### src/rtl/i2c_tgt_pkg.sv
package i2c_tgt_pkg;

  typedef enum logic [1:0] {
    ST_IDLE  = 2'd0,
    ST_ADDR  = 2'd1,
    ST_WRITE = 2'd2,
    ST_READ  = 2'd3
  } tgt_state_e;

  // Selection match: prefix in bits 7..3, strap bits in 2..1.
  function automatic logic sel_match(input logic [7:0] sel,
                                     input logic [4:0] prefix,
                                     input logic [1:0] strap);
    return (sel[7:3] == prefix) && (sel[2:1] == strap);
  endfunction

  // Bit to present after n bits of a byte have already been clocked.
  function automatic logic next_tx_bit(input logic [7:0] b, input logic [3:0] n);
    logic [3:0] idx;
    idx = 4'd7 - n;
    return b[idx[2:0]];
  endfunction

endpackage

### src/rtl/i2c_line_sync.sv
module i2c_line_sync #(
  parameter int STAGES = 2
) (
  input  logic clk,
  input  logic rst_n,
  input  logic line_i,
  output logic level_o,
  output logic prev_o,
  output logic rise_o,
  output logic fall_o
);
  localparam int DEPTH = STAGES + 1;

  logic [DEPTH-1:0] pipe;

  always_ff @(posedge clk or negedge rst_n) begin
    if (!rst_n) pipe <= '1;
    else        pipe <= {pipe[DEPTH-2:0], line_i};
  end

  assign level_o = pipe[DEPTH-2];
  assign prev_o  = pipe[DEPTH-1];
  assign rise_o  = level_o & ~prev_o;
  assign fall_o  = ~level_o & prev_o;
endmodule

### src/rtl/i2c_bus_cond.sv
module i2c_bus_cond (
  input  logic scl_lvl,
  input  logic scl_prev,
  input  logic sda_lvl,
  input  logic sda_prev,
  output logic start_det,
  output logic stop_det
);
  logic scl_steady_hi;
  assign scl_steady_hi = scl_lvl & scl_prev;
  assign start_det     = scl_steady_hi & sda_prev & ~sda_lvl;
  assign stop_det      = scl_steady_hi & ~sda_prev & sda_lvl;
endmodule

### src/rtl/i2c_tgt_engine.sv
module i2c_tgt_engine
  import i2c_tgt_pkg::*;
#(
  parameter logic [4:0] PREFIX = 5'b10100,
  parameter int         BYTE_W = 8
) (
  input  logic              clk,
  input  logic              rst_n,
  input  logic              start_det,
  input  logic              stop_det,
  input  logic              scl_rise,
  input  logic              scl_fall,
  input  logic              sda_lvl,
  input  logic [1:0]        strap,
  input  logic [BYTE_W-1:0] rd_data,
  output logic              sda_oe,
  output logic              wr_valid,
  output logic [BYTE_W-1:0] wr_data,
  output logic              rd_fetch,
  output logic              busy
);
  localparam logic [3:0] LAST_BIT = 4'(BYTE_W);
  localparam logic [3:0] ACK_SLOT = 4'(BYTE_W + 1);

  tgt_state_e        st;
  logic [3:0]        cnt;
  logic [BYTE_W-1:0] sh;
  logic              is_rd;
  logic              m_ack;

  assign busy = (st != ST_IDLE);

  always_ff @(posedge clk or negedge rst_n) begin
    if (!rst_n) begin
      st       <= ST_IDLE;
      cnt      <= '0;
      sh       <= '0;
      is_rd    <= 1'b0;
      m_ack    <= 1'b0;
      sda_oe   <= 1'b0;
      wr_valid <= 1'b0;
      wr_data  <= '0;
      rd_fetch <= 1'b0;
    end else begin
      wr_valid <= 1'b0;
      rd_fetch <= 1'b0;
      if (start_det) begin
        st     <= ST_ADDR;
        cnt    <= '0;
        sda_oe <= 1'b0;
      end else if (stop_det) begin
        st     <= ST_IDLE;
        cnt    <= '0;
        sda_oe <= 1'b0;
      end else if (st != ST_IDLE) begin
        if (scl_rise) begin
          if (cnt < LAST_BIT) begin
            cnt <= cnt + 4'd1;
            if (st != ST_READ) sh <= {sh[BYTE_W-2:0], sda_lvl};
          end else if (cnt == LAST_BIT) begin
            cnt <= ACK_SLOT;
            if (st == ST_READ) begin
              m_ack <= ~sda_lvl;
              if (!sda_lvl) begin
                rd_fetch <= 1'b1;
                sh       <= rd_data;
              end
            end else if (st == ST_ADDR && is_rd) begin
              rd_fetch <= 1'b1;
              sh       <= rd_data;
            end
          end
        end else if (scl_fall) begin
          if (cnt == LAST_BIT) begin
            case (st)
              ST_ADDR: begin
                if (sel_match(sh, PREFIX, strap)) begin
                  sda_oe <= 1'b1;
                  is_rd  <= sh[0];
                end else begin
                  st  <= ST_IDLE;
                  cnt <= '0;
                end
              end
              ST_WRITE: begin
                sda_oe   <= 1'b1;
                wr_valid <= 1'b1;
                wr_data  <= sh;
              end
              default: sda_oe <= 1'b0;
            endcase
          end else if (cnt == ACK_SLOT) begin
            cnt <= '0;
            case (st)
              ST_ADDR: begin
                if (is_rd) begin
                  st     <= ST_READ;
                  sda_oe <= ~sh[BYTE_W-1];
                end else begin
                  st     <= ST_WRITE;
                  sda_oe <= 1'b0;
                end
              end
              ST_READ: begin
                if (m_ack) sda_oe <= ~sh[BYTE_W-1];
                else begin
                  st     <= ST_IDLE;
                  sda_oe <= 1'b0;
                end
              end
              default: sda_oe <= 1'b0;
            endcase
          end else if (st == ST_READ && cnt != 4'd0) begin
            sda_oe <= ~next_tx_bit(sh, cnt);
          end
        end
      end
    end
  end
endmodule

### src/rtl/i2c_mem_target.sv
module i2c_mem_target #(
  parameter logic [4:0] PREFIX      = 5'b10100,
  parameter int         SYNC_STAGES = 2
) (
  input  logic       clk,
  input  logic       rst_n,
  input  logic       scl_i,
  input  logic       sda_i,
  input  logic [1:0] strap_a,
  output logic       sda_oe,
  output logic       wr_valid,
  output logic [7:0] wr_data,
  output logic       rd_fetch,
  input  logic [7:0] rd_data
);
  localparam int LINES = 2;  // index 0 = SCL, 1 = SDA

  logic [LINES-1:0] line_in, lvl, prv, rise, fall;
  logic scl_rise, scl_fall, start_det, stop_det, busy;

  assign line_in = {sda_i, scl_i};

  for (genvar g = 0; g < LINES; g++) begin : g_line
    i2c_line_sync #(.STAGES(SYNC_STAGES)) u_sync (
      .clk    (clk),
      .rst_n  (rst_n),
      .line_i (line_in[g]),
      .level_o(lvl[g]),
      .prev_o (prv[g]),
      .rise_o (rise[g]),
      .fall_o (fall[g])
    );
  end

  assign scl_rise = rise[0];
  assign scl_fall = fall[0];

  i2c_bus_cond u_cond (
    .scl_lvl  (lvl[0]),
    .scl_prev (prv[0]),
    .sda_lvl  (lvl[1]),
    .sda_prev (prv[1]),
    .start_det(start_det),
    .stop_det (stop_det)
  );

  i2c_tgt_engine #(.PREFIX(PREFIX), .BYTE_W(8)) u_eng (
    .clk      (clk),
    .rst_n    (rst_n),
    .start_det(start_det),
    .stop_det (stop_det),
    .scl_rise (scl_rise),
    .scl_fall (scl_fall),
    .sda_lvl  (lvl[1]),
    .strap    (strap_a),
    .rd_data  (rd_data),
    .sda_oe   (sda_oe),
    .wr_valid (wr_valid),
    .wr_data  (wr_data),
    .rd_fetch (rd_fetch),
    .busy     (busy)
  );
endmodule

### config.mk
export PLATFORM = sky130hd
export DESIGN_NAME = i2c_mem_target
export DESIGN_NICKNAME = d
export VERILOG_FILES = /design/src/rtl/i2c_tgt_pkg.sv /design/src/rtl/i2c_line_sync.sv /design/src/rtl/i2c_bus_cond.sv /design/src/rtl/i2c_tgt_engine.sv /design/src/rtl/i2c_mem_target.sv
export SDC_FILE = /design/constraint.sdc
export NUM_CORES = 1
export LEC_CHECK = 0
export BUFFER_PORTS_ARGS = -buffer_cell sky130_fd_sc_hd__buf_2
export CAP_MARGIN = 5
export CORE_ASPECT_RATIO = 1.5
export CORE_MARGIN = 5
export CORE_UTILIZATION = 35
export DETAILED_ROUTE_END_ITERATION = 7
export SLEW_MARGIN = 25
export SYNTH_ARGS = -nofsm -noshare
export SYNTH_HDL_FRONTEND = slang
export SYNTH_SLANG_ARGS = --single-unit
### constraint.sdc
create_clock -name clk -period 2.2 [get_ports clk]
set_input_delay 0.22 -clock clk [delete_from_list [all_inputs] [get_ports clk]]
set_output_delay 0.22 -clock clk [all_outputs]
set_load 0.02 [all_outputs]
# Yosys cells after proc, flatten, opt, wreduce, memory -nomap -nowiden
# Index checks and enable logic that the tools add are counted.
[totals]
input_bits = 14
ff_bits = 33
out_inout_bits = 11
elab_cells = 131
[op_classes]
addsub = 2
eq_ne = 18
reduce_logical = 21
n_bitwise = 17
muxes = 60
n_lt_le_gt_ge = 2
[op_table]
columns = ["cell", "count"]
rows = [
  ["8-bit 2-to-1 mux", 6],
  ["4-bit 2-to-1 mux", 11],
  ["1-bit 2-to-1 mux", 29],
  ["8-bit AND reduction", 3],
  ["2-bit 2-to-1 mux", 10],
  ["4-bit nonzero test", 4],
  ["5-bit inequality test (second input constant)", 3],
  ["7-bit AND reduction", 2],
  ["1-bit NOT", 10],
  ["5-bit nonzero test", 2],
  ["3-bit nonzero test", 3],
  ["4-bit equality test (second input constant)", 2],
  ["1-bit AND", 7],
  ["6-bit AND reduction", 1],
  ["5-bit equality test (second input constant)", 1],
  ["5-bit by 3-bit inequality test with 1-bit output (second input constant)", 1],
  ["5-bit by 4-bit inequality test with 1-bit output (second input constant)", 1],
  ["5-bit AND reduction", 1],
  ["4-bit by 1-bit adder with 4-bit output (second input constant)", 1],
  ["2-bit equality test (second input constant)", 2],
  ["3-bit by 4-bit less-than comparator with 1-bit output (second input constant)", 1],
  ["4-bit less-than comparator (second input constant)", 1],
  ["2-bit inequality test (second input constant)", 2],
  ["4-bit by 3-bit inequality test with 1-bit output (second input constant)", 1],
  ["other kinds (11)", 15],
]

# Longest topological paths before layout
# Gate-level depths: netlist of run 1.
[depth]
depth_word = 12
mapped_depth = 9
mapped_depth_nobuf = 7

# Hierarchy
# From an unflattened synthesis of run 1, not the netlist that was laid out.
[unflattened]
cells_unflattened = 168
hier_area_um2 = 1865.5
[modules_own_cells]
columns = ["mod", "instances", "cells_per_inst", "seq_area_each_um2", "area_per_inst_um2"]
rows = [
  ["i2c_tgt_engine", 1, 156, 675.6, 1657.8],
  ["i2c_line_sync", 2, 5, 78.8, 93.8],
  ["i2c_bus_cond", 1, 2, 0.0, 20.0],
]

# Least setup slack after synthesis of run 1
# OpenSTA, ideal clock, no wires.
[synth_path]
path_kind = "register to register"
from = "register u_eng.cnt[1]"
to = "register u_eng.cnt[0]"
path_stages_with_launch = 9
path_buffers = 1
arrival_time_ns = 1.843
period_less_slack_ns = 1.968
required_ns = 2.075
slack_ns = 0.232
setup_ns = 0.125
path_cell_list = "dfrtp_1 buf_6 inv_1 ha_1 nor2b_1 o21ai_2 a211o_1 a32oi_2 mux2_4"
[synth_between]
elab_chain_len = 7
word_cells_on_any_way = 15
classes_between = "order compare (1); eq/ne (5); mux (7); reduce/logical (2)"
[synth_rtl]
columns = ["item", "line_no", "source"]
rows = [
  ["from (decl)", "i2c_tgt_engine.sv:26", "logic [3:0] cnt;"],
  ["from (signal assigned)", "i2c_tgt_engine.sv:58", "cnt <= cnt + 4'd1;"],
  ["branches (longest 7 deep; another with 4-bit less-than comparator)", "n/a", ""],
]
# Parallel ways; which one is timed is not known. The select of a mux whose other input is x is not followed.
# A chain may end at the register's enable or synchronous reset.

# Worst setup path after layout of run 1
[layout_path]
from = "register g_line[0].u_sync.pipe[2]"
to = "register u_eng.cnt[0]"
[layout_between]
elab_chain_len = 6
word_cells_on_any_way = 19
classes_between = "eq/ne (3); mux (4); bitwise (8); reduce/logical (4)"
[layout_rtl]
columns = ["item", "line_no", "source"]
rows = [
  ["from (decl)", "i2c_line_sync.sv:14", "logic [DEPTH-1:0] pipe;"],
  ["from (signal assigned)", "i2c_line_sync.sv:18", "else pipe <= {pipe[DEPTH-2:0], line_i};"],
  ["branches (longest 6 deep; another with 6-bit AND reduction)", "n/a", ""],
]
# Parallel ways; which one is timed is not known. The select of a mux whose other input is x is not followed.

==> reports/results.md, run 1 <==
| Result | Value |
| --- | --- |
| Die width | 70.86 um |
| TritonCTS sink count | 33 |
| R2r endpoint | u_eng.cnt[0] |
| Post-Synthesis Cell Area | 1944 um2 |
| Violated checks | hold timing |
| Root buffer selected by CTS | sky130_fd_sc_hd__clkbuf_8 |
| Area Overhead vs Synth | 16.47% |
| Clock period minus final worst setup slack | 1989 ps |
| Flop2flop setup slack | 210 ps |
| Skew-Pair Late Insertion Delay | 290 ps |
| Number of detailed-routing iterations run before antenna repair | 4 |
| First-pass GRT wire length | 7.217 mm |
| Max-slew headroom at the worst pin | 0.5121 |
| Standard cell core area | 5450 um2 |
| EDFF count, synth | 0 |
| Critical path buffer and inverter count | 1 |
| Highest fanout seen on the critical path | 5 |
| Pre-CTS worst setup slack | 221.1 ps |
| Number of top-level design ports | 25 |
| Worst-margin pin slew | 731.9 ps |
| Max-capacitance violation count | 0 |
| Achievable frequency | 0.5028 GHz |
| Source of the critical timing path | g_line[0].u_sync.pipe[2] |
| Number of violations reported at the end of detailed-routing iteration 0 | 39 |
| R2R cell count | 7 |
| Worst clock skew | 7.582 ps |
| Sum of net half-perimeters after detailed placement | 3.145 mm |
| Routed length on met1 | 1.783 mm |
| Ratio of routed vias to standard cells | 5.117 |
| Area of the die | 7177 um2 |
| Run status | complete, but fails checks |
| Crit-path leading delay family | compound AO/OA/AOI/OAI gates |
| Setup Buffers After CTS | 0 |
| Critical Path Stages | 7 |
| ANT cells | 0 |
| Post-Syn Area per Cell | 11.30 um2 |
| CTS tree | built |
| Number of antenna violations at the first check in global routing | 0 |
| Count of input and output buffers | 24 |
| Number of instances in the synthesized netlist | 172 |
| Count of final setup violators | 0 |
| Htree depth | 2 |
| Warning count from the yosys run | 0 |
| Highest routing layer actually used | met4 |
| Final worst-path setup slack | 211.1 ps |
| Share of final-layout standard cells stronger than drive strength 1 | 0.3300 |
| Row cnt | 33 |
| Via count | 1397 |
| Async set-reset flop share out of synthesis | 1.000 |
| Number of buffers inserted during clock tree synthesis | 5 |
| Highest-delay cell along the critical path | sky130_fd_sc_hd__dfstp_2 |
| Clk pin slew, worst setup/hold paths | 70 ps |
| Largest voltage drop on the vdd net | 0.0006809 V |
| Total grt overflow | 0 |
| Placer Congestion | 0.9092 |
| Worst Hold Margin | -11.29 ps |
| Final critical-path share of the clock period | 0.9041 |
| Number of nets produced by synthesis | 197 |
| Antenna Violating Nets Remaining | 0 |
| Number of nets in the final layout | 227 |
| Power density over the cells | 904.9 nW/um2 |
| Leakage power summed over all cells | 1.024 nW |
| Origin of the critical flop-to-flop path | g_line[0].u_sync.pipe[2] |
| Hold violation count in the final report | 22 |
| Total chip power | 2.049 mW |
| Post-Route WL | 4.222 mm |
| CP Class | register to register |
| Sequential element share of the synthesized area | 0.4286 |
| Unrepaired setup endpoints after global routing | no |
| Cells along the critical path | inv_1, ha_1, nor2b_1, o21ai_2, a211o_1, a32oi_2, mux2_4 |
| Sort of element at the start of the critical path | register |
| Number of hold-repair buffers added at the cts stage | 0 |
| Setup TNS | 0 ps |
| Timing endpoint of the critical path | u_eng.cnt[0] |
| Critical path data required time | 2370 ps |
| Number of global-route vias before repair | 1479 |
| Critical Path Sink Type | register |
| Main synth FF type | sky130_fd_sc_hd__dfrtp_1 |
| Die span in y | 101.3 um |
| Initial core utilization | 0.3567 |
| Maximum clock path buffer count | 2 |
| Post-cts sizing count | 0 |
| Largest net degree at the start of global routing | 34 |
| Number of max-slew violations in the final report | 0 |
| Met2 layer wire length in the routed design | 2.193 mm |
| Crit path DAT | 2160 ps |
| Amount of wire on met3 after detailed routing | 104 um |
| DRC violations left | 0 |
| Crit-path max cell delay | 550 ps |
| Total GRT Usage | 0.1289 |
| Number of storage elements in the synthesis netlist | 33 |
| Unique cell type count in the Yosys netlist | 56 |
| Type of the worst min-delay path | input pin to async pin |
| Average routed wire per standard cell | 15.47 um |
==> cells in the mapped netlist (4+ instances only) <==
library cell / count / share of area
sky130_fd_sc_hd__nand4_1: 4 / 0.013
sky130_fd_sc_hd__ha_1: 11 / 0.071
sky130_fd_sc_hd__inv_1: 10 / 0.019
sky130_fd_sc_hd__a21oi_1: 4 / 0.010
sky130_fd_sc_hd__nand2_1: 17 / 0.033
sky130_fd_sc_hd__dfrtp_1: 27 / 0.35
sky130_fd_sc_hd__mux2_4: 9 / 0.069
sky130_fd_sc_hd__mux2i_1: 11 / 0.057
sky130_fd_sc_hd__o21ai_1: 10 / 0.026
sky130_fd_sc_hd__dfstp_2: 6 / 0.081
sky130_fd_sc_hd__nor2_1: 5 / 0.0097
==> through the flow <==
stage,hold WS [ps],utilization,instance area (um2),instances
after global routing,21.60,0.4155,2265,273
after CTS,8.343,0.4155,2265,273
after global placement,324.7,0.3935,2145,265
after floorplan,-75.59,-,1944,172
after detailed placement,325.0,0.3935,2145,265
final,-11.29,0.4155,2265,273
==> cells by family (layout without fill, tap and decap cells) <==
logic type      after synthesis  count (layout)  synth area share
compound gates               37              37            0.1384
flops                        33              33            0.4286
buf+inv                      17              48           0.04633
simple gates                 48              48            0.1493
xor+xnor                      3               3           0.01738
mux                          23              23            0.1493
fa+ha+maj                    11              11           0.07078
==> placed cells by master, fill, tap and decap left out, types with 3 or more instances in the layout <==
master	count
sky130_fd_sc_hd__mux2_4	9
sky130_fd_sc_hd__ha_1	11
sky130_fd_sc_hd__buf_2	24
sky130_fd_sc_hd__o21ai_1	10
sky130_fd_sc_hd__dfrtp_1	27
sky130_fd_sc_hd__a21oi_1	4
sky130_fd_sc_hd__buf_4	6
sky130_fd_sc_hd__clkbuf_8	6
sky130_fd_sc_hd__nor3_1	3
sky130_fd_sc_hd__nand2_1	17
sky130_fd_sc_hd__nand4_1	4
sky130_fd_sc_hd__inv_1	10
sky130_fd_sc_hd__nor2_1	5
sky130_fd_sc_hd__mux2i_1	11
sky130_fd_sc_hd__dfstp_2	6
==> routing by layer <==
| layer | vias to the layer above | GRT usage |
|---|---|---|
| li1 | 682 | - |
| met1 | 676 | 0.1493 |
| met2 | 29 | 0.2244 |
| met3 | 10 | 0.02383 |
| met4 | 0 | 0.06802 |
| met5 | - | 0 |
==> report_power, final <==
group / internal [mW] / leakage [nW] / total [mW] / switching (mW)
Sequential: 0.743 / 0.421 / 0.901 / 0.157
Combinational: 0.278 / 0.546 / 0.554 / 0.277
Clock: 0.368 / 0.0574 / 0.594 / 0.226
Total: 1.39 / 1.02 / 2.05 / 0.660
==> sequential cells by signal, indices dropped and copies added (netlist names) <==
register,cells
u_eng.cnt,4
u_eng.wr_valid,1
g_line.u_sync.pipe,6
u_eng.wr_data,8
u_eng.st,2
u_eng.m_ack,1
u_eng.sh,8
u_eng.is_rd,1
u_eng.sda_oe,1
u_eng.rd_fetch,1
==> worst min path at each step <==
stage | to | depth (start not counted) | slack (ps) | from
2_1_floorplan | u_eng.cnt[0] | 0 | -80 | rst_n
3_3_place_gp | g_line[0].u_sync.pipe[0] | 1 | 320 | scl_i
3_5_place_dp | u_eng.wr_data[6] | 1 | 330 | rst_n
4_1_cts | u_eng.wr_data[6] | 1 | 8 | rst_n
5_1_grt | g_line[1].u_sync.pipe[0] | 1 | 20 | sda_i
6_report | u_eng.wr_data[7] | 1 | -10 | rst_n
==> worst register-to-register path, cell delays in order (launching register included) <==
cell	delay [ps]
sky130_fd_sc_hd__dfstp_2	550
sky130_fd_sc_hd__inv_1	40
sky130_fd_sc_hd__ha_1	250
sky130_fd_sc_hd__nor2b_1	160
sky130_fd_sc_hd__o21ai_2	60
sky130_fd_sc_hd__a211o_1	280
sky130_fd_sc_hd__a32oi_2	220
sky130_fd_sc_hd__mux2_4	320
==> final cells by class <==
cell class	count	area, um2
flip-flops and latches	33	833.3
fillers	558	3186
multi-input cells	122	1021
clock inverters	2	37.54
repair buffers	30	165.2
inverters	10	37.54
clock buffers	6	82.58
well taps	70	87.58
Note: power is estimated with default switching activity, not from simulation.
==> run 2: changes to the inputs <==
==> constraint.sdc (replaced) <==
create_clock -name clk -period 2.4 [get_ports clk]
set_input_delay 0.24 -clock clk [delete_from_list [all_inputs] [get_ports clk]]
set_output_delay 0.24 -clock clk [all_outputs]
set_load 0.02 [all_outputs]
==> run 2 against run 1 <==
The run now ends clean. Routed wire length decreased by 3.1%. Clock-buffer cell count unchanged. First-iteration DRC count rose by 5.1%. Combinational power fell by 10%. Worst setup slack improved by 82 ps. Hold slack better by 19 ps. Die area did not move. Design area decreased by 1.2%. Register-to-register slack better by 80 ps. Clock skew is 2.7 ps higher. Largest power group unchanged. Highest routed layer unchanged.
==> reports/results.md, run 2 (synthesis results as in run 1) <==
| Result | Value | Delta |
| --- | --- | --- |
| Worst clock skew | 10.33 ps | +2.745 ps |
| Achievable frequency | 0.4747 GHz | -5.6% |
| Largest net degree at the start of global routing | 34 | unchanged |
| Setup Buffers After CTS | 0 | unchanged |
| Average routed wire per standard cell | 15.09 um | -2.4% |
| Highest-delay cell along the critical path | sky130_fd_sc_hd__dfrtp_1 |  |
| Type of the worst min-delay path | input pin to async pin |  |
| Placer Congestion | 0.8667 | -4.7% |
| Sum of net half-perimeters after detailed placement | 3.069 mm | -2.4% |
| Number of antenna violations at the first check in global routing | 0 | unchanged |
| Internal Dissipation | 1.246 mW | -10% |
| Worst Hold Margin | 8.147 ps | +19.44 ps |
| Hold violation count in the final report | 0 | -100% |
| DRC violations left | 0 | unchanged |
| Number of fill cells | 556 | -0.36% |
| Sequential power share | 0.453 | +0.013 |
| Standard cell core area | 5450 um2 | unchanged |
| Cells along the critical path | ha_1, nor2b_1, o21ai_2, a211o_1, a32oi_2, mux2_4 |  |
| Source of the critical timing path | u_eng.cnt[0] |  |
| Share of total power in combinational logic | 0.271 | about the same |
| Power density over the cells | 821.1 nW/um2 | -9.3% |
| Leading cell type in the layout, fill and taps excluded | sky130_fd_sc_hd__dfrtp_1 |  |
| Area used by multi-input combinational logic | 1021 um2 | unchanged |
| Sequential cell area | 833.3 um2 | unchanged |
| Total grt overflow | 0 | unchanged |
| Sort of element at the start of the critical path | register |  |
| Run status | complete, no violations |  |
| Number of detailed-routing iterations run before antenna repair | 4 | unchanged |
| Post-Route WL | 4.090 mm | -3.1% |
| Critical path data required time | 2560 ps | +190 ps |
| R2R cell count | 6 | -1 |
| Area Overhead vs Synth | 15.06% |  |
| Number of nets in the final layout | 225 | -0.88% |
| Highest fanout seen on the critical path | 9 | +4 |
| Total GRT Usage | 0.1214 | -0.007468 |
| Skew-Pair Late Insertion Delay | 290 ps | about the same |
| Clock group share of total power | 0.276 | -0.014 |
| Net switching component of the power | 0.5909 mW | -11% |
| Count of input and output buffers | 24 | unchanged |
| Area of the die | 7177 um2 | unchanged |
| Post-cts sizing count | 0 | unchanged |
| Critical Path Sink Type | register |  |
| Crit-path max cell delay | 570 ps | +20 ps |
| Antenna Violating Nets Remaining | 0 | unchanged |
| Number of max-slew violations in the final report | 0 | unchanged |
| Number of buffers inserted during clock tree synthesis | 5 | unchanged |
| TritonCTS sink count | 33 | unchanged |
| Number of violations reported at the end of detailed-routing iteration 0 | 41 | +5.1% |
| Final critical-path share of the clock period | 0.8778 | -0.02630 |
| Unrepaired setup endpoints after global routing | no |  |
| Worst-margin pin slew | 735.2 ps | +3.287 ps |
| Initial core utilization | 0.3567 | unchanged |
| Max-capacitance violation count | 0 | unchanged |
| Clock period minus final worst setup slack | 2107 ps | +117.7 ps |
| Largest voltage drop on the vdd net | 0.0005638 V | -17% |
| Via count | 1375 | -1.6% |
| Switching Share | 0.3216 | -0.0005164 |
| Count of final setup violators | 0 | unchanged |
| Ratio of routed vias to standard cells | 5.074 | -0.85% |
| Die width | 70.86 um | unchanged |
| Die span in y | 101.3 um | unchanged |
| Share of final-layout standard cells stronger than drive strength 1 | 0.3184 | -0.01164 |
| Max-slew headroom at the worst pin | 0.5099 | -0.002192 |
| ANT cells | 0 | unchanged |
| First-pass GRT wire length | 6.865 mm | -4.9% |
| Leading cell types in the layout, fill and taps excluded | sky130_fd_sc_hd__dfrtp_1, sky130_fd_sc_hd__buf_2, sky130_fd_sc_hd__nand2_1 |  |
| Setup TNS | 0 ps | unchanged |
| Flop2flop setup slack | 290 ps | +80 ps |
| Row cnt | 33 | unchanged |
| Htree depth | 2 | unchanged |
| Maximum clock path buffer count | 2 | unchanged |
| Crit path DAT | 2270 ps | +110 ps |
| Largest regs | u_eng.sh: 8 flops, u_eng.wr_data: 8 flops, g_line.u_sync.pipe: 6 flops |  |
| Origin of the critical flop-to-flop path | u_eng.cnt[0] |  |
| Number of global-route vias before repair | 1416 | -4.3% |
| R2r endpoint | u_eng.cnt[0] |  |
| CTS tree | built |  |
| CP Class | register to register |  |
| Number of top-level design ports | 25 | unchanged |
| Clk pin slew, worst setup/hold paths | 70 ps | about the same |
| Root buffer selected by CTS | sky130_fd_sc_hd__clkbuf_8 |  |
| Leakage power summed over all cells | 1.011 nW | -1.3% |
| Number of hold-repair buffers added at the cts stage | 0 | unchanged |
## run 2: per-stage QoR
stage	setup WS, ps	utilization	cell area [um2]	cells	power [mW]
after floorplan	432.2	-	1944	172	1.185
after global placement	328.8	0.3907	2130	263	1.339
after detailed placement	296.1	0.3907	2130	263	1.348
after CTS	286.9	0.4105	2237	271	1.863
after global routing	167.1	0.4105	2237	271	1.955
final	293.3	0.4105	2237	271	1.837
## run 2: how the worst max path moves through the flow
| stage | to | slack [ps] |
|---|---|---|
| after detailed placement | u_eng.cnt[0] | 300 |
| final | u_eng.cnt[0] | 290 |
| after global placement | u_eng.cnt[0] | 330 |
| after CTS | u_eng.cnt[0] | 290 |
| after floorplan | u_eng.cnt[0] | 430 |
| after global routing | u_eng.cnt[0] | 170 |
## run 2: power groups by stage
stage / sequential [mW] / clock (mW) / combinational, mW
after global routing: 0.854 / 0.548 / 0.553
after global placement: 0.844 / 0 / 0.496
after detailed placement: 0.846 / 0 / 0.502
after floorplan: 0.837 / 0 / 0.348
final: 0.832 / 0.507 / 0.498
after CTS: 0.836 / 0.522 / 0.505
## run 2: cell type report
cell class / count / share of cell area
clock inverters: 2 / 0.01566
repair buffers: 28 / 0.06711
inverters: 10 / 0.01678
flip-flops and latches: 33 / 0.3725
well taps: 70 / 0.03915
clock buffers: 6 / 0.03244
multi-input cells: 122 / 0.4564
## run 2: worst max-delay path: cells and delay by family, from the launching register on
family                     cells  cell delay (ps)
AOI/OAI and AO/OA              3              640
DFF                            1              570
muxes                          1              330
adders and majority gates      1              280
and+or+nand+nor                1              170
## run 2: routing by layer
metal,routed length [um],GRT usage,part of all wire,up-vias
li1,-,-,-,680
met2,2162,0.2187,0.53,21
met3,97,0.02284,0.024,6
met4,76,0.04776,0.019,0
met5,0,0,0,-
met1,1753,0.1409,0.43,668
==> run 3: changes to the inputs <==
==> constraint.sdc (replaced) <==
create_clock -name clk -period 1.7 [get_ports clk]
set_input_delay 0.17 -clock clk [delete_from_list [all_inputs] [get_ports clk]]
set_output_delay 0.17 -clock clk [all_outputs]
set_load 0.02 [all_outputs]
==> run 3 against run 2 <==
The run now ends with setup timing left. Global-route usage rose by 3.6 points. Worst setup slack worse by 480 ps. Sequential power increased by 35%. Combinational power is 130% higher. Core utilization up 10 points.
==> reports/results.md, run 3 (synthesis results as in run 1) <==
| Result | Value | Delta |
| --- | --- | --- |
| DRC violations left | 0 | unchanged |
| Total chip power | 2.911 mW | +58% |
| Critical Path Sink Type | register |  |
| Number of nets in the final layout | 278 | +24% |
| Via count | 1608 | +17% |
| Ratio of routed vias to standard cells | 4.963 | -2.2% |
| Die width | 70.86 um | unchanged |
| Share of total power in combinational logic | 0.388 | +0.117 |
| Count of final setup violators | 24 | +24 |
| Number of global-route vias before repair | 1690 | +19% |
| Power density over the cells | 1045 nW/um2 | +27% |
| Clock period minus final worst setup slack | 1891 ps | -215.9 ps |
| Final critical-path share of the clock period | 1.112 | +0.2345 |
| Internal Dissipation | 1.916 mW | +54% |
| Maximum clock path buffer count | 2 | unchanged |
| CP Class | register to register |  |
| Type of the worst min-delay path | input pin to register |  |
| Share of final-layout standard cells stronger than drive strength 1 | 0.5472 | +0.2288 |
| Number of violations reported at the end of detailed-routing iteration 0 | 33 | -20% |
| Leading cell type in the layout, fill and taps excluded | sky130_fd_sc_hd__buf_4 |  |
| Largest net degree at the start of global routing | 34 | unchanged |
| Root buffer selected by CTS | sky130_fd_sc_hd__clkbuf_8 |  |
| Number of max-slew violations in the final report | 0 | unchanged |
| Pre-CTS worst setup slack | -166.8 ps | -463.0 ps |
| Critical path data required time | 1870 ps | -690 ps |
| Clock group share of total power | 0.228 | -0.048 |
| Number of buffers inserted during clock tree synthesis | 5 | unchanged |
| Violated checks | setup timing |  |
| Worst clock skew | 10.61 ps | +0.2813 ps |
| Worst-margin pin slew | 754.8 ps | +19.66 ps |
| Final worst-path setup slack | -190.8 ps | -484.1 ps |
| Net switching component of the power | 0.9955 mW | +68% |
| Number of antenna violations at the first check in global routing | 0 | unchanged |
| Total grt overflow | 0 | unchanged |
| Achievable frequency | 0.5289 GHz | +11% |
| Count of input and output buffers | 24 | unchanged |
| Largest voltage drop on the vdd net | 0.0008471 V | +50% |
| Number of detailed-routing iterations run before antenna repair | 4 | unchanged |
| Highest fanout seen on the critical path | 3 | -6 |
| Initial core utilization | 0.3567 | unchanged |
| CTS tree | built |  |
| Sequential power share | 0.384 | -0.069 |
| Switching Share | 0.3419 | +0.02028 |
| Placer Congestion | 0.8511 | -1.8% |
| Leading cell types in the layout, fill and taps excluded | sky130_fd_sc_hd__buf_4, sky130_fd_sc_hd__dfrtp_1, sky130_fd_sc_hd__buf_2 |  |
| ANT cells | 0 | unchanged |
| TritonCTS sink count | 33 | unchanged |
| Run status | complete, but fails checks |  |
| Sort of element at the start of the critical path | register |  |
| Instance area at placement | 2477 um2 | +16% |
| Area of the die | 7177 um2 | unchanged |
| Finished layout cell area | 2785 um2 | +24% |
| Total GRT Usage | 0.1578 | +0.03639 |
| Hold violation count in the final report | 0 | unchanged |
| Row cnt | 33 | unchanged |
| First-pass GRT wire length | 8.493 mm | +24% |
| Largest regs | u_eng.sh: 8 flops, u_eng.wr_data: 8 flops, g_line.u_sync.pipe: 6 flops |  |
| Unrepaired setup endpoints after global routing | yes |  |
| Post-Route WL | 5.315 mm | +30% |
| Crit path DAT | 2060 ps | -210 ps |
| Average routed wire per standard cell | 16.40 um | +8.7% |
| Sum of net half-perimeters after detailed placement | 3.996 mm | +30% |
| Max-capacitance violation count | 0 | unchanged |
| Antenna Violating Nets Remaining | 0 | unchanged |
| Flop2flop setup slack | -190 ps | -480 ps |
| Die span in y | 101.3 um | unchanged |
| Max-slew headroom at the worst pin | 0.4968 | -0.01310 |
| Leakage power summed over all cells | 1.274 nW | +26% |
| Area Overhead vs Synth | 43.24% |  |
| Htree depth | 2 | unchanged |
| Number of top-level design ports | 25 | unchanged |
| Standard cell core area | 5450 um2 | unchanged |
| Clk pin slew, worst setup/hold paths | 80 ps | about the same |
| Skew-Pair Late Insertion Delay | 290 ps | about the same |
[run 3: changes by cell type in the layout (fill, tap and decap cells not counted), sizes merged]
cell | previous run | this run
bufinv | 1 | 0
clkbuf | 6 | 7
a211o | 3 | 4
dlygate4sd3 | 0 | 3
buf | 28 | 77
[run 3: power groups by stage]
stage	registers, mW	logic, mW	clock network [mW]
after detailed placement	1.12	1.05	0
after floorplan	1.19	0.512	0
after global routing	1.14	1.24	0.715
after global placement	1.12	1.03	0
after CTS	1.12	1.08	0.687
final	1.12	1.13	0.665
[run 3: timing repair]
item,4_1_cts,5_1_grt
buffers inserted,3,6
gates resized for setup,16,10
hold buffers,3,0
cloned,1,0
endpoints found under the hold margin,29,0
setup endpoints to repair,24,24
pin swaps,10,16
[run 3: through the flow]
step                      hold WS (ps)  utilization  TNS, ps  instances
after floorplan                 -125.6            -   -485.4        172
after global placement           276.9       0.4545    -1821        304
after CTS                        145.8       0.4952    -1086        318
after detailed placement         276.5       0.4545    -2167        304
final                            149.6       0.5110    -1258        324
after global routing             165.3       0.5110    -2931        324
[run 3: worst max-delay path, cell delays in order (launching register included)]
cell	delay, ps
sky130_fd_sc_hd__dfrtp_1	450
sky130_fd_sc_hd__inv_4	100
sky130_fd_sc_hd__ha_1	160
sky130_fd_sc_hd__or3b_2	440
sky130_fd_sc_hd__a22oi_1	330
sky130_fd_sc_hd__a311oi_2	110
sky130_fd_sc_hd__o21ai_1	140
sky130_fd_sc_hd__a31oi_1	50
[run 3: worst paths after layout]
kind	depth (start not counted)	from	endpoint
min	3	rd_data[4]	u_eng.sh[4]
max reg2reg	7	u_eng.cnt[1]	u_eng.sda_oe
max	7	u_eng.cnt[1]	u_eng.sda_oe
min in group asynchronous	2	rst_n	u_eng.sda_oe
min reg2reg	0	g_line[1].u_sync.pipe[0]	g_line[1].u_sync.pipe[1]
max in group asynchronous	2	rst_n	u_eng.cnt[0]
[run 3: layout make-up]
cell class	instances	area (um2)
clock buffers	7	96.34
clock inverters	1	5.005
fillers	530	2665
inverters	10	40.04
multi-input cells	123	1161
flip-flops and latches	33	835.8
well taps	70	87.58
repair buffers	80	559.3
[run 3: layer usage]
| layer | vias up | track usage | routed length, um |
|---|---|---|---|
| met4 | 0 | 0.09407 | 249 |
| met1 | 771 | 0.1600 | 1996 |
| met3 | 14 | 0.03476 | 186 |
| met2 | 33 | 0.2916 | 2883 |
| li1 | 790 | - | - |
| met5 | - | 0 | 0 |
